## config.mk

```make
export PLATFORM = sky130hd
export DESIGN_NAME = swallow_divider
export DESIGN_NICKNAME = d
export VERILOG_FILES = /design/src/rtl/sw_div_pkg.sv /design/src/rtl/sw_ratio_gate.sv /design/src/rtl/sw_dual_modulus.sv /design/src/rtl/sw_count_chain.sv /design/src/rtl/swallow_divider.sv
export SDC_FILE = /design/constraint.sdc
export NUM_CORES = 1
export LEC_CHECK = 0
export BUFFER_PORTS_ARGS = -buffer_cell sky130_fd_sc_hd__buf_2
export CORE_MARGIN = 2
export CORE_UTILIZATION = 50
export CTS_BUF_LIST = sky130_fd_sc_hd__clkbuf_16
export DETAILED_ROUTE_END_ITERATION = 8
export PLACE_DENSITY_LB_ADDON = 0.3
export SLEW_MARGIN = 10
export SYNTH_ARGS = -nofsm -noshare
export SYNTH_HDL_FRONTEND = slang
export SYNTH_SLANG_ARGS = --single-unit
```

## constraint.sdc

```tcl
create_clock -name clk_div8 -period 5.35 [get_ports clk_div8]
set_input_delay 0.2675 -clock clk_div8 [delete_from_list [all_inputs] [get_ports clk_div8]]
set_output_delay 0.2675 -clock clk_div8 [all_outputs]
set_load 0.005 [all_outputs]
```

## src/rtl/sw_div_pkg.sv

```systemverilog
package sw_div_pkg;
  // Which modulus the dual-modulus stage uses for the current sub-period.
  typedef enum logic {
    MOD_BASE = 1'b0,  // 2^SW_W cycles
    MOD_PLUS = 1'b1   // 2^SW_W + 1 cycles
  } modsel_e;
endpackage

```

## src/rtl/sw_ratio_gate.sv

```systemverilog
// Range check and deferred holding of ratio requests.
module sw_ratio_gate #(
  parameter int unsigned M_W  = 10,
  parameter int unsigned SW_W = 5
) (
  input  logic            clk,
  input  logic            rst_n,
  input  logic            ld_req,
  input  logic            ld_wide,
  input  logic [M_W-1:0]  ld_main,
  input  logic [SW_W-1:0] ld_swal,
  input  logic            take,
  output logic            pend_vld,
  output logic [M_W-1:0]  pend_main,
  output logic [SW_W-1:0] pend_swal,
  output logic            range_err
);
  localparam int unsigned   M_MIN   = 1 << SW_W;
  localparam logic [M_W-1:0] M_FLOOR = M_W'(M_MIN);

  logic [M_W-1:0] m_eff;
  logic           m_ok;

  generate
    if (M_W > 1) begin : g_mask
      always_comb m_eff = ld_wide ? ld_main : {1'b0, ld_main[M_W-2:0]};
    end else begin : g_nomask
      always_comb m_eff = ld_wide ? ld_main : '0;
    end
  endgenerate

  assign m_ok = (m_eff >= M_FLOOR);

  always_ff @(posedge clk or negedge rst_n) begin
    if (!rst_n) begin
      pend_vld  <= 1'b0;
      pend_main <= '0;
      pend_swal <= '0;
      range_err <= 1'b0;
    end else begin
      range_err <= ld_req && !m_ok;
      if (ld_req && m_ok) begin
        pend_vld  <= 1'b1;
        pend_main <= m_eff;
        pend_swal <= ld_swal;
      end else if (take) begin
        pend_vld  <= 1'b0;
      end
    end
  end
endmodule

```

## src/rtl/sw_dual_modulus.sv

```systemverilog
// Counts 2^SW_W or 2^SW_W+1 input cycles per sub-period.
module sw_dual_modulus
  import sw_div_pkg::*;
#(
  parameter int unsigned SW_W = 5
) (
  input  logic    clk,
  input  logic    rst_n,
  input  modsel_e sel,
  output logic    tick
);
  localparam logic [SW_W:0] LAST_BASE = {1'b0, {SW_W{1'b1}}};
  localparam logic [SW_W:0] LAST_PLUS = {1'b1, {SW_W{1'b0}}};

  logic [SW_W:0] cnt;
  logic [SW_W:0] last;

  assign last = (sel == MOD_PLUS) ? LAST_PLUS : LAST_BASE;
  assign tick = (cnt == last);

  always_ff @(posedge clk or negedge rst_n) begin
    if (!rst_n) cnt <= '0;
    else if (tick) cnt <= '0;
    else cnt <= cnt + 1'b1;
  end
endmodule

```

## src/rtl/sw_count_chain.sv

```systemverilog
// Main and swallow counters, modulus control, boundary and ratio update.
module sw_count_chain
  import sw_div_pkg::*;
#(
  parameter int unsigned M_W   = 10,
  parameter int unsigned SW_W  = 5,
  parameter int unsigned RST_M = 32,
  parameter int unsigned RST_S = 0
) (
  input  logic            clk,
  input  logic            rst_n,
  input  logic            tick,
  input  logic            pend_vld,
  input  logic [M_W-1:0]  pend_main,
  input  logic [SW_W-1:0] pend_swal,
  output modsel_e         sel,
  output logic            boundary,
  output logic [M_W-1:0]  act_main,
  output logic [SW_W-1:0] act_swal,
  output logic            fb_pulse
);
  logic [M_W-1:0]  m_cnt;
  logic [SW_W-1:0] s_left;

  assign sel      = (s_left != '0) ? MOD_PLUS : MOD_BASE;
  assign boundary = tick && (m_cnt == act_main - M_W'(1));

  always_ff @(posedge clk or negedge rst_n) begin
    if (!rst_n) begin
      m_cnt    <= '0;
      s_left   <= SW_W'(RST_S);
      act_main <= M_W'(RST_M);
      act_swal <= SW_W'(RST_S);
      fb_pulse <= 1'b0;
    end else begin
      fb_pulse <= boundary;
      if (boundary) begin
        m_cnt <= '0;
        if (pend_vld) begin
          act_main <= pend_main;
          act_swal <= pend_swal;
          s_left   <= pend_swal;
        end else begin
          s_left   <= act_swal;
        end
      end else if (tick) begin
        m_cnt <= m_cnt + 1'b1;
        if (s_left != '0) s_left <= s_left - 1'b1;
      end
    end
  end
endmodule

```

## src/rtl/swallow_divider.sv

```systemverilog
module swallow_divider
  import sw_div_pkg::*;
#(
  parameter int unsigned M_W   = 10,
  parameter int unsigned SW_W  = 5,
  parameter int unsigned RST_M = 32,
  parameter int unsigned RST_S = 0
) (
  input  logic            clk_div8,
  input  logic            rst_n,
  input  logic            ld_req,
  input  logic            ld_wide,
  input  logic [M_W-1:0]  ld_main,
  input  logic [SW_W-1:0] ld_swal,
  output logic            fb_pulse,
  output logic            range_err
);
  modsel_e         sel;
  logic            tick;
  logic            boundary;
  logic            pend_vld;
  logic [M_W-1:0]  pend_main;
  logic [SW_W-1:0] pend_swal;
  logic [M_W-1:0]  act_main;
  logic [SW_W-1:0] act_swal;

  sw_ratio_gate #(.M_W(M_W), .SW_W(SW_W)) gate_i (
    .clk(clk_div8), .rst_n(rst_n), .ld_req(ld_req), .ld_wide(ld_wide),
    .ld_main(ld_main), .ld_swal(ld_swal), .take(boundary),
    .pend_vld(pend_vld), .pend_main(pend_main), .pend_swal(pend_swal),
    .range_err(range_err)
  );

  sw_dual_modulus #(.SW_W(SW_W)) dm_i (
    .clk(clk_div8), .rst_n(rst_n), .sel(sel), .tick(tick)
  );

  sw_count_chain #(.M_W(M_W), .SW_W(SW_W), .RST_M(RST_M), .RST_S(RST_S)) chain_i (
    .clk(clk_div8), .rst_n(rst_n), .tick(tick), .pend_vld(pend_vld),
    .pend_main(pend_main), .pend_swal(pend_swal), .sel(sel),
    .boundary(boundary), .act_main(act_main), .act_swal(act_swal),
    .fb_pulse(fb_pulse)
  );
endmodule

```

* Yosys cells after proc, flatten, opt, wreduce, memory -nomap -nowiden *
Cells that the tools add are included.

word-level totals
  flip-flop bits (word level) = 54
  output and inout bits = 2

operators by class
  add/subtract/negate cells = 4
  magnitude comparators = 1
  equality and inequality tests = 2
  muxes and demuxes = 12
  reductions and logical operators = 10

operators with widths
  operator                                                                number
  10-bit 2-to-1 mux                                                       3
  5-bit 2-to-1 mux                                                        4
  6-bit 2-to-1 mux                                                        2
  10-bit by 1-bit adder with 10-bit output, second input constant         1
  10-bit equality test                                                    1
  10-bit by 6-bit >= comparator with 1-bit output, second input constant  1
  10-bit by 1-bit subtractor with 10-bit output, second input constant    1
  6-bit by 1-bit adder with 6-bit output, second input constant           1
  6-bit equality test                                                     1
  2-bit nonzero test                                                      3
  5-bit nonzero test                                                      1
  5-bit by 1-bit subtractor with 5-bit output, second input constant      1
  2-bit AND reduction                                                     2
  1-bit logical AND                                                       3
  1-bit 2-to-1 mux                                                        3
  1-bit zero test                                                         1

* Depth between registers and ports, before layout *
  word-level depth = 7
  gate-level depth with buffers = 11
  mapped depth without buffers = 9

* Modules after synthesis *
A second synthesis with hierarchy kept.

unflattened totals
  cell total of the unflattened synthesis = 237
  area total of the unflattened synthesis = 2795.2 um2

by module, submodules not included
  module           times used  cells each  area each (um2)
  sw_count_chain   1           172         1830.5
  sw_ratio_gate    1           40          666.9
  sw_dual_modulus  1           25          297.8

* Worst setup path before layout *
OpenSTA, ideal clock, no wires.

  kind = register to register
  start point = register chain_i.s_left[0]
  end point = register chain_i.act_main[0]
  library setup time = 125 ps
  data arrival time = 2726 ps
  path slack = 2499 ps
  cell stages (with the launch flop) = 12
  path buffers = 2
  clock period less this slack = 2851 ps
  cell sequence = dfrtp_1 > inv_1 > ha_1 > or4b_1 > nor4_4 > or2_1 > buf_6 > o2111ai_2 > nor4_4 > nand2_4 > buf_6 > mux2_4

between the ends
  cells in the longest elaborated chain, start to end = 6

RTL lines
  element                               RTL line               source
  start: declaration                    sw_count_chain.sv:23   logic [SW_W-1:0] s_left;
  start signal: assignment              sw_count_chain.sv:31   s_left <= SW_W'(RST_S);
  start signal: assignment              sw_count_chain.sv:42   s_left <= pend_swal;
  start signal: assignment              sw_count_chain.sv:44   s_left <= act_swal;
  5-bit nonzero test                    sw_count_chain.sv:25   assign sel = (s_left != '0) ? MOD_PLUS : MOD_BASE;
  1-bit 2-to-1 mux                      sw_count_chain.sv:25
  6-bit 2-to-1 mux                      sw_dual_modulus.sv:18  assign last = (sel == MOD_PLUS) ? LAST_PLUS : LAST_BASE;
  6-bit equality test                   sw_dual_modulus.sv:19  assign tick = (cnt == last);
  1-bit logical AND                     sw_count_chain.sv:26   assign boundary = tick && (m_cnt == act_main - M_W'(1));
  2-bit AND reduction (no source line)  --
  end signal: assignment                sw_count_chain.sv:32   act_main <= M_W'(RST_M);
  end signal: assignment                sw_count_chain.sv:40   act_main <= pend_main;
  end: declaration                      sw_count_chain.sv:18   output logic [M_W-1:0] act_main,

Every way passes these cells.
A chain may end at the register's enable or synchronous reset.

* Worst setup path in the final report *
  start point = register chain_i.s_left[0]
  end point = register chain_i.s_left[3]

between the ends
  cells in the longest elaborated chain, start to end = 7
  elaborated cells between the ends (all ways) = 12
  classes of those cells = 1 x add/sub; 1 x eq/ne; 5 x mux; 5 x reduce/logical

RTL lines
  element                               RTL line
  5-bit nonzero test                    sw_count_chain.sv:25, sw_count_chain.sv:48
  1-bit 2-to-1 mux                      sw_count_chain.sv:25
  6-bit 2-to-1 mux                      sw_dual_modulus.sv:18
  6-bit equality test                   sw_dual_modulus.sv:19
  1-bit logical AND                     sw_count_chain.sv:26
  2-bit nonzero test (no source line)   --
  2-bit AND reduction (no source line)  --

Parallel ways exist; a longest one is shown, timed or not. The select of a mux whose other input is x is not followed.

==> qor.csv <==
metric,value,unit
status,completed,
critPathTopFamily,simple AND/OR/NAND/NOR gates,
htree_num_levels,2,
wl_met3,130,um
crit_type,reg2reg,
die_x,80.20,um
period_minus_slack,3.605,ns
grt_usage,0.1794,
drtIter0Drc,104,
worst_pin_slew,0.7144,ns
grt_first_pass_wirelength,9142,um
fmax,277.4,MHz
die_h,80.20,um
ys_seq_area_frac,0.4659,
slew_violations,0,
fin_tns_setup,0,ns
worstSetupStartpointType,flip-flop,
ys_warn_count,0,
cts-resized-gates,0,
crit_top_cell,nor4_4,
ff2ff_setup_slack,1.75,ns
port-buffer-count,20,
cts_setup_buffers,0,
slowest_stage,nor4_4,
synth_edf_count,0,
drc,0,
ant_nets,0,
synthFlopType,dfrtp_1,
setup_violations,0,
irDropWorstVdd,0.0001611,V
rsz0062_at_grt,false,
cts_buffers,5,
post_dp_cell_area,3049,um2
clk_latency,0.29,ns
multi_input_area,1439,um2
routabilityCongestion,0.8295,
clk_pin_slew,0.07,ns
path_cells,inv_1 -> ha_1 -> or4b_1 -> nor4_4 -> or2_1 -> o2111ai_2 -> nor4_4 -> buf_4 -> mux2_2 -> a21oi_1,
cp_max_fo,13,
cp.arrival,3.82,ns
dp.cells,350,
maxUsedRoutingLayer,met4,
cts_tree,built,
num_vias,1973,
synth_top_area_frac,0.4569,
endpoint_kind,flip-flop,
grt_pass1_vias,1952,
design_area,3223,um2
wl_met2,2393,um
fp-row-count,27,
cp_num_buf_inv,2,
clock_path_buffers,2,
final_cells,358,
wl_met1,2512,um
n_fill_cell,487,
fin_crit_sh,0.6738,
avgSynthCellArea,10.91,um2
wl_per_cell,14.15,um
via_per_inst,5.511,
hp-class,in2async,
synth_top_area_cell,dfrtp_1,
layout_setup_ws,1.745,ns
overflow,0,
syn_area,2903,um2
core,5540,um2
grt_antenna_before_repair,0,
hold_ws,0.08659,ns
pin_count,21,
yosysUniqueCellTypes,52,
crit_required,5.57,ns
fin_nets,309,
synth_area_leaders,"dfrtp_1 46%, mux2_2 6.6%, mux2_4 5.2%, xnor2_1 3.9%, nand2_1 3.2%",
dp_hpwl,3709,um
total_leakage_power,1.473,nW
area_delta_synth_final,11.03,%
grt_max_degree,55,
cts_root_buffer,clkbuf_16,
syn_nets,290,
post-place-ws,1.747,ns
wl,5064,um
firstDrtPassIters,4,
dieArea,6431,um2
max_stage_delay,0.57,ns
clock-sinks,54,
timing.slew.headroom,0.5202,
ys_ff_latch,54,
seq_area,1353,um2
diodes,0,
max_cap_violations,0,
initial_core_util,0.5239,
ctsHoldBuffers,0,
hold_viol,0,
postSynth.asyncResetShare,1.000,
drive_above_1_share,0.2413,
clock_skew,0.002877,ns
power_density,260.5,nW/um2
synthCells,266,
## where the power goes
group          leakage (nW)  total (W)  internal (W)  switching, W
Combinational         0.691  0.0000358     0.0000169     0.0000189
Clock                0.0819   0.000377      0.000224      0.000153
Sequential            0.700   0.000427      0.000420    0.00000678
## final timing paths
path                                       end                 from  depth (start not counted)
setup reg to reg             chain_i.s_left[3]    chain_i.s_left[0]                         10
min in group clk_div8      gate_i.pend_main[8]           ld_main[8]                          3
max in group asynchronous          dm_i.cnt[3]                rst_n                          2
hold reg to reg            gate_i.pend_main[6]  gate_i.pend_main[6]                          2
setup / recovery             chain_i.s_left[3]    chain_i.s_left[0]                         10
hold / removal             chain_i.act_main[2]                rst_n                          2
## synthesized netlist by cell type, drive strengths merged (2+ instances only)
| cell type | number |
|---|---|
| dfrtp | 53 |
| mux2 | 27 |
| nand2 | 26 |
| nor2 | 24 |
| inv | 14 |
| xnor2 | 13 |
| nand3 | 10 |
| nor3 | 10 |
| xor2 | 9 |
| a21oi | 7 |
| nor4 | 6 |
| o21ai | 6 |
| buf | 5 |
| clkbuf | 5 |
| ha | 5 |
| mux2i | 5 |
| a211oi | 4 |
| nand4 | 4 |
| a31oi | 2 |
| nand2b | 2 |
| nand4b | 2 |
| nor2b | 2 |
| or2 | 2 |
| or3 | 2 |
| or4b | 2 |
## worst register-to-register path, stage by stage (launching register included)
cell	delay, ns
dfrtp_1	0.41
inv_1	0.11
ha_1	0.16
or4b_1	0.52
nor4_4	0.45
or2_1	0.36
o2111ai_2	0.19
nor4_4	0.57
buf_4	0.31
mux2_2	0.35
a21oi_1	0.11
## routing by layer
metal	global-route usage	vias up
met5	0	-
met4	0.03729	0
met3	0.03371	4
met2	0.2825	29
met1	0.2593	961
li1	-	979
## registers in the layout, summed over array words and instances (netlist names)
| register | flops |
|---|---|
| chain_i.act_main | 10 |
| chain_i.m_cnt | 10 |
| gate_i.pend_main | 10 |
| dm_i.cnt | 6 |
| chain_i.act_swal | 5 |
| chain_i.s_left | 5 |
| gate_i.pend_swal | 5 |
| chain_i.fb_pulse | 1 |
| gate_i.pend_vld | 1 |
| gate_i.range_err | 1 |
## layout by cell type, fill, tap and decap left out, types with 6 or more instances in the layout
cell type / netlist / final
dfrtp_1: 53 / 53
nand2_1: 25 / 25
nor2_1: 24 / 24
buf_2: 2 / 20
mux2_2: 17 / 17
inv_1: 14 / 14
xnor2_1: 13 / 13
nand3_1: 10 / 10
nor3_1: 10 / 10
mux2_4: 10 / 10
xor2_1: 9 / 9
a21oi_1: 7 / 7
o21ai_0: 6 / 6
## cell type report
class,instances,share of cell area
clock inverters,3,0.01514
clock buffers,5,0.03882
inverters,14,0.01630
well taps,72,0.02795
flip-flops and latches,54,0.4196
multi-input cells,188,0.4464
repair buffers,22,0.03571
## metrics by stage
step	utilization	power [W]
detailed placement	0.5504	0.0004720
floorplan	-	0.0004510
CTS	0.5818	0.0008489
global route	0.5818	0.0008700
global placement	0.5504	0.0004709
finish	0.5818	0.0008396
## kinds of logic (layout without fill, tap and decap cells)
kind of cell | count (synthesis) | count (layout) | share of synthesized area
xor+xnor | 22 | 22 | 0.06638
flops | 54 | 54 | 0.4659
simple gates | 98 | 98 | 0.1866
compound gates | 31 | 31 | 0.08621
mux | 32 | 32 | 0.1349
buf+inv | 24 | 44 | 0.03836
fa+ha+maj | 5 | 5 | 0.02155
(Power assumes the default switching activity.)
